`src/rtl/rtc_pkg.sv`:
```
package rtc_pkg;

    // register map (software-visible order)
    localparam int IDX_SEC  = 0;
    localparam int IDX_MIN  = 2;
    localparam int IDX_HOUR = 4;
    localparam int IDX_WDAY = 6;
    localparam int IDX_MDAY = 7;
    localparam int IDX_MON  = 8;
    localparam int IDX_YEAR = 9;
    localparam int IDX_A    = 10;
    localparam int IDX_B    = 11;
    localparam int IDX_C    = 12;
    localparam int IDX_D    = 13;

    localparam int BIT_UIP  = 7;
    localparam int BIT_PIE  = 6;

    localparam logic [7:0] A_RESET = 8'h26;
    localparam logic [7:0] B_RESET = 8'h46;

    typedef enum logic {
        TMR_IDLE = 1'b0,
        TMR_RUN  = 1'b1
    } tmr_state_e;

    function automatic logic [7:0] year_code(input logic [7:0] yr, input logic bcd);
        logic [7:0] rem;
        logic [7:0] tens;
        logic [7:0] ones;
        rem  = yr % 8'd100;
        tens = rem / 8'd10;
        ones = rem - tens * 8'd10;
        return bcd ? {tens[3:0], ones[3:0]} : yr;
    endfunction

endpackage

```
`src/rtl/rtc_byte_store.sv`:
```
module rtc_byte_store #(
    parameter int N_BYTES = 10,
    parameter int ADDR_W  = 4
) (
    input  logic                    clk,
    input  logic                    rst_n,
    input  logic                    wr_en,
    input  logic [ADDR_W-1:0]       addr,
    input  logic [7:0]              wr_data,
    input  logic [N_BYTES-1:0][7:0] init,
    output logic [7:0]              rd_byte
);

    logic [7:0] byte_q [N_BYTES];

    for (genvar g = 0; g < N_BYTES; g++) begin : g_byte
        logic [7:0] q;
        always_ff @(posedge clk) begin
            if (!rst_n) begin
                q <= init[g];
            end else if (wr_en && addr == ADDR_W'(g)) begin
                q <= wr_data;
            end
        end
        assign byte_q[g] = q;
    end

    always_comb begin
        rd_byte = '0;
        for (int i = 0; i < N_BYTES; i++) begin
            if (addr == ADDR_W'(i)) begin
                rd_byte = byte_q[i];
            end
        end
    end

endmodule

```
`src/rtl/rtc_tick_fsm.sv`:
```
module rtc_tick_fsm
    import rtc_pkg::*;
#(
    parameter int TICK_CYCLES = 32768
) (
    input  logic clk,
    input  logic rst_n,
    input  logic start,
    input  logic stop,
    output logic irq
);

    localparam int CW = (TICK_CYCLES > 2) ? $clog2(TICK_CYCLES) : 1;
    localparam logic [CW-1:0] LAST = CW'(TICK_CYCLES - 1);

    tmr_state_e state_q;
    tmr_state_e state_d;
    logic [CW-1:0] cnt_q;

    // next state
    always_comb begin
        state_d = state_q;
        unique case (state_q)
            TMR_IDLE: if (start) state_d = TMR_RUN;
            TMR_RUN:  if (stop)  state_d = TMR_IDLE;
            default:             state_d = TMR_IDLE;
        endcase
    end

    // state register and interval count
    always_ff @(posedge clk) begin
        if (!rst_n) begin
            state_q <= TMR_RUN;
            cnt_q   <= '0;
        end else begin
            state_q <= state_d;
            if (state_q == TMR_IDLE || state_d == TMR_IDLE) begin
                cnt_q <= '0;
            end else begin
                cnt_q <= (cnt_q == LAST) ? '0 : cnt_q + 1'b1;
            end
        end
    end

    // outputs
    always_comb begin
        irq = (state_q == TMR_RUN) && (cnt_q == LAST);
    end


    irq_single_chk: assert property (@(posedge clk) disable iff (!rst_n)
        irq |=> !irq);


    stop_quiet_chk: assert property (@(posedge clk) disable iff (!rst_n)
        stop |=> !irq);

endmodule

```
`src/rtl/rtc_regfile.sv`:
```
module rtc_regfile
    import rtc_pkg::*;
#(
    parameter int ADDR_W      = 4,
    parameter int TICK_CYCLES = 32768
) (
    input  logic              clk,
    input  logic              rst_n,
    input  logic [ADDR_W-1:0] addr,
    input  logic              wr_en,
    input  logic [7:0]        wr_data,
    input  logic              rd_en,
    output logic [7:0]        rd_data,
    input  logic              preset_bcd,
    input  logic [7:0]        preset_year,
    input  logic [3:0]        preset_mon0,
    input  logic [7:0]        preset_mday,
    input  logic [7:0]        preset_hour,
    input  logic [7:0]        preset_min,
    input  logic [7:0]        preset_sec,
    input  logic [2:0]        preset_wday0,
    output logic              irq
);

    localparam int N_STORE = IDX_A;
    localparam logic [ADDR_W-1:0] ADR_A = ADDR_W'(IDX_A);
    localparam logic [ADDR_W-1:0] ADR_B = ADDR_W'(IDX_B);
    localparam logic [ADDR_W-1:0] ADR_C = ADDR_W'(IDX_C);
    localparam logic [ADDR_W-1:0] ADR_D = ADDR_W'(IDX_D);

    logic [N_STORE-1:0][7:0] init;
    logic [7:0] store_byte;
    logic [7:0] reg_a;
    logic [7:0] reg_b;
    logic [7:0] rd_mux;
    logic       is_store;
    logic       rd_acc;
    logic       wr_b;

    assign is_store = (addr < ADDR_W'(N_STORE));
    assign rd_acc   = rd_en && !wr_en;
    assign wr_b     = wr_en && (addr == ADR_B);

    always_comb begin
        init            = '0;
        init[IDX_SEC]   = preset_sec;
        init[IDX_MIN]   = preset_min;
        init[IDX_HOUR]  = preset_hour;
        init[IDX_WDAY]  = {5'b0, preset_wday0} + 8'd1;
        init[IDX_MDAY]  = preset_mday;
        init[IDX_MON]   = {4'b0, preset_mon0} + 8'd1;
        init[IDX_YEAR]  = year_code(preset_year, preset_bcd);
    end

    rtc_byte_store #(
        .N_BYTES (N_STORE),
        .ADDR_W  (ADDR_W)
    ) u_store (
        .clk     (clk),
        .rst_n   (rst_n),
        .wr_en   (wr_en && is_store),
        .addr    (addr),
        .wr_data (wr_data),
        .init    (init),
        .rd_byte (store_byte)
    );

    rtc_tick_fsm #(
        .TICK_CYCLES (TICK_CYCLES)
    ) u_tick (
        .clk   (clk),
        .rst_n (rst_n),
        .start (wr_b && wr_data[BIT_PIE]),
        .stop  (wr_b && !wr_data[BIT_PIE]),
        .irq   (irq)
    );

    always_comb begin
        if (is_store)            rd_mux = store_byte;
        else if (addr == ADR_B)  rd_mux = reg_b;
        else                     rd_mux = 8'h00;
    end

    always_ff @(posedge clk) begin
        if (!rst_n) begin
            reg_a   <= A_RESET;
            reg_b   <= B_RESET;
            rd_data <= 8'h00;
        end else if (wr_en) begin
            if (addr == ADR_A) reg_a <= wr_data;
            if (addr == ADR_B) reg_b <= wr_data;
        end else if (rd_en) begin
            if (addr == ADR_A) begin
                reg_a[BIT_UIP]   <= ~reg_a[BIT_UIP];
                rd_data          <= reg_a;
                rd_data[BIT_UIP] <= ~reg_a[BIT_UIP];
            end else begin
                rd_data <= rd_mux;
            end
        end
    end


    uip_alternate_chk: assert property (@(posedge clk) disable iff (!rst_n)
        (rd_acc && addr == ADR_A) ##1 (rd_acc && addr == ADR_A)
        |=> rd_data[BIT_UIP] != $past(rd_data[BIT_UIP]));


    flags_zero_chk: assert property (@(posedge clk) disable iff (!rst_n)
        (rd_acc && (addr == ADR_C || addr == ADR_D)) |=> rd_data == 8'h00);


    rd_hold_chk: assert property (@(posedge clk) disable iff (!rst_n)
        !rd_acc |=> $stable(rd_data));


    pie_clear_chk: assert property (@(posedge clk) disable iff (!rst_n)
        (wr_b && !wr_data[BIT_PIE]) ##1 !wr_b |=> !irq);

endmodule

```
`config.mk`:
```
export PLATFORM = sky130hd
export DESIGN_NAME = rtc_regfile
export DESIGN_NICKNAME = d
export VERILOG_FILES = /design/src/rtl/rtc_pkg.sv /design/src/rtl/rtc_byte_store.sv /design/src/rtl/rtc_tick_fsm.sv /design/src/rtl/rtc_regfile.sv
export SDC_FILE = /design/constraint.sdc
export NUM_CORES = 1
export LEC_CHECK = 0
export BUFFER_PORTS_ARGS = -buffer_cell sky130_fd_sc_hd__buf_2
export CAP_MARGIN = 10
export CORE_MARGIN = 2
export CORE_UTILIZATION = 40
export CTS_CLUSTER_SIZE = 8
export DETAILED_ROUTE_END_ITERATION = 7
export MAX_ROUTING_LAYER = met4
export PLACE_DENSITY = 0.72
export SYNTH_ARGS = -nofsm -noshare
export SYNTH_HDL_FRONTEND = slang
export SYNTH_SLANG_ARGS = --single-unit
export TNS_END_PERCENT = 100
```
`constraint.sdc`:
```
create_clock -name clk -period 4 [get_ports clk]
set_input_delay 0.8 -clock clk [delete_from_list [all_inputs] [get_ports clk]]
set_output_delay 0.8 -clock clk [all_outputs]
set_load 0.01 [all_outputs]
```
==> results of run 1 <==
[state kept, by name (all words and copies together), names as in the netlist]
| register | count |
|---|---|
| rd_data | 8 |
| reg_a | 8 |
| reg_b | 8 |
| u_store.g_byte.q | 80 |
| u_tick.cnt_q | 15 |
| u_tick.state_q | 1 |
[cells in the mapped netlist (all sizes together), types with 7 or more instances]
| cell type | count | area share (%) |
|---|---|---|
| a21oi | 44 | 3.6 |
| nand2 | 82 | 4.9 |
| a22oi | 7 | 0.84 |
| nand3 | 13 | 1.0 |
| buf | 17 | 1.4 |
| dfxtp | 64 | 21 |
| clkbuf | 28 | 1.7 |
| o21ai | 63 | 5.1 |
| xor2 | 9 | 1.3 |
| a221oi | 8 | 1.1 |
| xnor2 | 9 | 1.3 |
| mux2i | 39 | 6.3 |
| nand2b | 10 | 1.0 |
| edfxtp | 56 | 27 |
| a21o | 25 | 3.0 |
| o31ai | 7 | 0.84 |
| nor2b | 8 | 0.80 |
| inv | 33 | 2.0 |
| nor2 | 62 | 3.8 |
[logic make-up (layout without fill, tap and decap cells)]
group / count (synthesis) / in the layout / synth area share, %
AND/OR/NAND/NOR: 211 / 211 / 15.45
AO/OA/AOI/OAI: 197 / 197 / 20.25
flip-flops: 120 / 120 / 47.57
buffers and inverters: 79 / 171 / 5.163
multiplexers: 43 / 43 / 7.714
XOR/XNOR: 18 / 18 / 2.531
adder cells (fa/ha/maj): 6 / 6 / 1.326
[per-stage QoR]
stage / cells / TNS [ps] / instance area [um2]
2_1_floorplan: 674 / 0 / 6232
5_1_grt: 954 / 0 / 7482
6_report: 954 / 0 / 7482
3_5_place_dp: 922 / -66.12 / 6882
4_1_cts: 954 / 0 / 7482
3_3_place_gp: 922 / -11.27 / 6882
[worst paths after layout]
kind	cells past startpoint	end	from	slack, ps
hold reg to reg	2	rd_data[1]	rd_data[1]	450
setup reg to reg	7	rd_data[5]	u_store.g_byte[4].q[5]	2170
hold / removal	2	rd_data[1]	rd_data[1]	450
setup / recovery	15	u_store.g_byte[9].q[3]	preset_year[4]	340
[power breakdown]
part | total [mW] | switching, mW | internal (mW)
Combinational | 0.389 | 0.232 | 0.157
Clock | 1.52 | 0.526 | 0.993
Sequential | 1.40 | 0.0280 | 1.37
[worst reg2reg max path: cells and delay by family (launching register included)]
kind / cells / cell delay, ps
flip-flops: 1 / 380
multiplexers: 1 / 90
AO/OA/AOI/OAI: 6 / 1280
[cell type report]
cell class	count	area, um2	area share (%)
sequential	120	2963	39.60
multi-input combinational	475	2948	39.40
tap	188	235.2	3.144
inverter	34	127.6	1.706
clock inverter	5	55.05	0.7358
timing repair buffer	105	608.1	8.127
clock buffer	27	545.5	7.291
[per-layer routing]
metal	vias up	routed length [um]	global-route usage, %
li1	2574	-	-
met1	2496	7148	27.39
met2	204	7810	33.49
met3	25	1193	4.990
met4	0	385	7.289
met5	-	0	-
==> results.cfg, run 1 <==
[run_status]
status = finished, final reports clean

[logic_synthesis]
ys_types = 61
async_reset_ff_share_pct = 0
synth.avg_cell_area_um2 = 9.241
syn-cell-area_mm2 = 0.006228
synth_edf_count = 56
synth_fp_nets = 744
yosys_warnings = 0
ys.flop_type = dfxtp_1
synth_cells = 674
ys_ff_latch = 120
synth-seq-area-share_pct = 47.57

[floorplan]
fp.dieH_um = 128.8
die_w_um = 128.8
ios = 73
core_area_mm2 = 0.01520
initial_core_util_pct = 40.97
dieArea_mm2 = 0.01659
rows = 45

[clock_tree]
clkSlewWorstSetupHoldPaths_ps = 50
cts_resized = 0
cts.htree.levels = 4
cts_root_buf = clkbuf_16
cts_sinks = 120
post_cts_buffers = 0
tritoncts = done
cts_buffers = 17
clk_path_buf_depth = 2
cts_hold_buf = 0
clk_latency_ps = 410

[drt]
vias_per_cell = 5.555
drt_pass1_iterations = 6
avgRoutedWirePerCell_um = 17.34
vias = 5299
finalWirelength_um = 16540
ant_nets = 0
drc_errors = 0
drt_iter0_markers = 514

[setup_path]
endpoint_kind = flop
path_class = input pin to flop
critPathLaunchType = input pin
critical_path_required_ps = 4150
slowest_stage = a221o_1
crit_buf_inv = 2
cp_max_fo = 7
path_common_cell = ha_1
cp_cell_sequence = buf_2 -> buf_4 -> o21ai_0 -> o31ai_1 -> a221o_1 -> ha_1 -> nor2b_1 -> and3b_1 -> mux2i_2 -> nand2_1 -> ha_1 -> fa_1 -> xnor2_1 -> a2111oi_2 -> nor3b_1
worst-endpoint-arrival_ps = 3810
path_delay_family = compound AO/OA/AOI/OAI gates
max_stage_delay_ps = 390

[cells_and_area]
final_common_cell = nand2_1
fillers = 1444
syn2layout_area_growth_pct = 20.13
diodes = 0
layout_common_cells = 82 x nand2_1, 72 x buf_2, 64 x dfxtp_1, 63 x o21ai_0, 60 x nor2_1
drive_gt1_share_pct = 19.71
postLayoutCoreUtil_pct = 49.22
fin_nets = 823

[sta]
worst_slew_pin_slew_ps = 716.1
finalCritPeriodShare_pct = 91.48
hold_ws_ps = 448.9
rsz0062_at_grt = false
setup_slack_ps = 340.8
timing.fmax_mhz = 273.3
hold_viol_final = 0
finClkSkew_ps = 3.464
drv_slew = 0
relSlewSlack_pct = 51.65
setup_viol = 0
min_period_ps = 3659

[hold_path]
hold_path_class = flop to flop

[power]
p_total_mw = 3.305
cellPowerDensity_mw_per_mm2 = 441.7
p_leak_nw = 3.139
irDropWorstVdd_mv = 0.3170

[place]
portBuffers = 72
preCtsSetupSlack_ps = -66.12
place_congestion = 0.8425
detailed_place_hpwl_um = 11590

[global_route]
grt_usage_pct = 21.40
grt_overflow = 0
grt_pass1_wl_um = 26410
grt_start_max_net_pins = 40
first_global_vias = 5037
grt_antenna_before_repair = 0

[run]
drv_cap = 0
Power figures use the tool's default switching activity.
==> run 2: changes to the inputs <==
--- a/config.mk
+++ b/config.mk
@@ -11,8 +11,9 @@
 export CORE_UTILIZATION = 40
 export CTS_CLUSTER_SIZE = 8
 export DETAILED_ROUTE_END_ITERATION = 7
+export GPL_TIMING_DRIVEN = 0
 export MAX_ROUTING_LAYER = met4
-export PLACE_DENSITY = 0.72
+export PLACE_DENSITY = 0.69
 export SYNTH_ARGS = -nofsm -noshare
 export SYNTH_HDL_FRONTEND = slang
 export SYNTH_SLANG_ARGS = --single-unit
==> constraint.sdc (replaced) <==
create_clock -name clk -period 3.9 [get_ports clk]
set_input_delay 0.78 -clock clk [delete_from_list [all_inputs] [get_ports clk]]
set_output_delay 0.78 -clock clk [all_outputs]
set_load 0.01 [all_outputs]
==> run 2 against run 1 <==
Compared with the run above:
- clock-buffer cell count is 9 lower
- worst hold slack got worse by 2.8 ps
- combinational power grew 5%
- total power rose by 5.0%
- first-iteration DRC count is 14% higher
- utilization increased by 0.058 points
==> results.cfg, run 2 (synthesized netlist as in run 1, its figures left out) <==
[run_status]
status = finished, final reports clean

[setup_path]
path_class = input pin to flop
crit_buf_inv = 2
cp_cell_sequence = buf_2 -> buf_2 -> nor4bb_1 -> a21oi_1 -> a31o_2 -> and2_4 -> ha_1 -> nor2b_1 -> and3b_1 -> mux2i_4 -> nand2_1 -> ha_2 -> fa_2 -> xnor2_2 -> a2111oi_2 -> nor3b_1
critPathLaunchType = input pin
critical_path_required_ps = 4060
path_delay_family = simple AND/OR/NAND/NOR gates
worst-endpoint-arrival_ps = 3820
path_common_cell = buf_2
max_stage_delay_ps = 370
slowest_stage = fa_2
endpoint_kind = flop
cp_max_fo = 10

[sta]
timing.fmax_mhz = 273.0
hold_viol_final = 0
worst_slew_pin_slew_ps = 1151
drv_slew = 0
min_period_ps = 3664
finalCritPeriodShare_pct = 93.94
rsz0062_at_grt = false
setup_slack_ps = 236.4
tns_ps = 0
setup_viol = 0
finClkSkew_ps = 8.959
relSlewSlack_pct = 22.45

[place]
preCtsSetupSlack_ps = -329.3
portBuffers = 69
placed_cell_area_mm2 = 0.006858
detailed_place_hpwl_um = 12800
place_congestion = 0.9574

[drt]
ant_nets = 0
avgRoutedWirePerCell_um = 18.25
vias_per_cell = 5.644
finalWirelength_um = 17670
drc_errors = 0
highest_layer = met4
drt-met1-wl_um = 7970
wl_met2_um = 8006
met3WireLength_um = 1231
drt_iter0_markers = 587
vias = 5463
drt_pass1_iterations = 5

[clock_tree]
cts_buffers = 17
cts_root_buf = clkbuf_16
clk_latency_ps = 410
tritoncts = done
clk_path_buf_depth = 2
cts.htree.levels = 4
cts_sinks = 120
clkSlewWorstSetupHoldPaths_ps = 60
cts_hold_buf = 0

[cells_and_area]
final_common_cell = nand2_1
regMostFlops = u_store.g_byte.q
largest_reg_flops = 80
drive_gt1_share_pct = 18.08
diodes = 0
top_regs = u_store.g_byte.q x80, u_tick.cnt_q x15
stdcell_area_mm2 = 0.007491
syn2layout_area_growth_pct = 20.27
fin_nets = 837
layout_common_cells = 82 x nand2_1, 80 x buf_2, 64 x dfxtp_1, 63 x o21ai_0, 60 x nor2_1

[floorplan]
ios = 73
die_w_um = 128.8
rows = 45
dieArea_mm2 = 0.01659
initial_core_util_pct = 40.97
fp.dieH_um = 128.8
core_area_mm2 = 0.01520

[global_route]
grt_antenna_before_repair = 0
grt_overflow = 0
first_global_vias = 5022
grt_start_max_net_pins = 17
grt_pass1_wl_um = 27560
grt_usage_pct = 22.66

[power]
cellPowerDensity_mw_per_mm2 = 463.3
p_total_mw = 3.471
p_leak_nw = 3.097
irDropWorstVdd_mv = 0.3233

[hold_path]
hold_path_class = flop to flop

[run]
drv_cap = 0
[run 2: cell types whose count changed in the layout (fill, tap and decap cells not counted), moves of 3 or more]
cell	change
buf_4	-28
bufinv_16	+3
buf_2	+8
clkbuf_1	+25
clkbuf_8	-4
[run 2: layout make-up]
class	count	area (um2)
inverter	34	127.6
timing repair buffer	75	387.9
clock inverter	14	181.4
buffer	44	195.2
multi-input combinational	475	2972
clock buffer	18	429.2
fill	1449	7711
tap	188	235.2
sequential	120	2963
[run 2: through the flow]
stage / hold slack, ps / instances / util, %
2_1_floorplan: 422.3 / 674 / -
3_3_place_gp: 436.2 / 931 / 44.91
3_5_place_dp: 439.5 / 935 / 45.11
4_1_cts: 447.9 / 967 / 49.13
5_1_grt: 466.1 / 968 / 49.28
6_report: 446.0 / 968 / 49.28
[run 2: power breakdown]
| part | switching [mW] | internal (mW) | leakage, nW |
|---|---|---|---|
| Combinational | 0.250 | 0.158 | 1.74 |
| Clock | 0.569 | 1.06 | 0.287 |
| Sequential | 0.0293 | 1.40 | 1.07 |
[run 2: worst paths after layout]
kind | start | slack [ps] | end | cells past startpoint
setup / recovery | preset_year[5] | 240 | u_store.g_byte[9].q[3] | 16
hold / removal | reg_b[6] | 450 | reg_b[6] | 2
setup reg to reg | u_tick.cnt_q[0] | 2060 | u_tick.cnt_q[11] | 8
hold reg to reg | reg_b[6] | 450 | reg_b[6] | 2
[run 2: worst min-delay path, stage by stage (launching register included)]
cell and delay [ps]:
dfxtp_1 310, nand2_1 50, nand2_1 40
[run 2: per-layer routing]
layer  vias to the layer above  GRT usage (%)
met5                         -              -
met4                         0          7.673
met3                        38          3.410
met2                       235          33.80
met1                      2596          31.61
li1                       2594              -
[run 2: timing repair]
action                     4_1_cts  5_1_grt
setup endpoints to repair        0        2
gates resized for setup          0        4
buffers inserted                 0        1
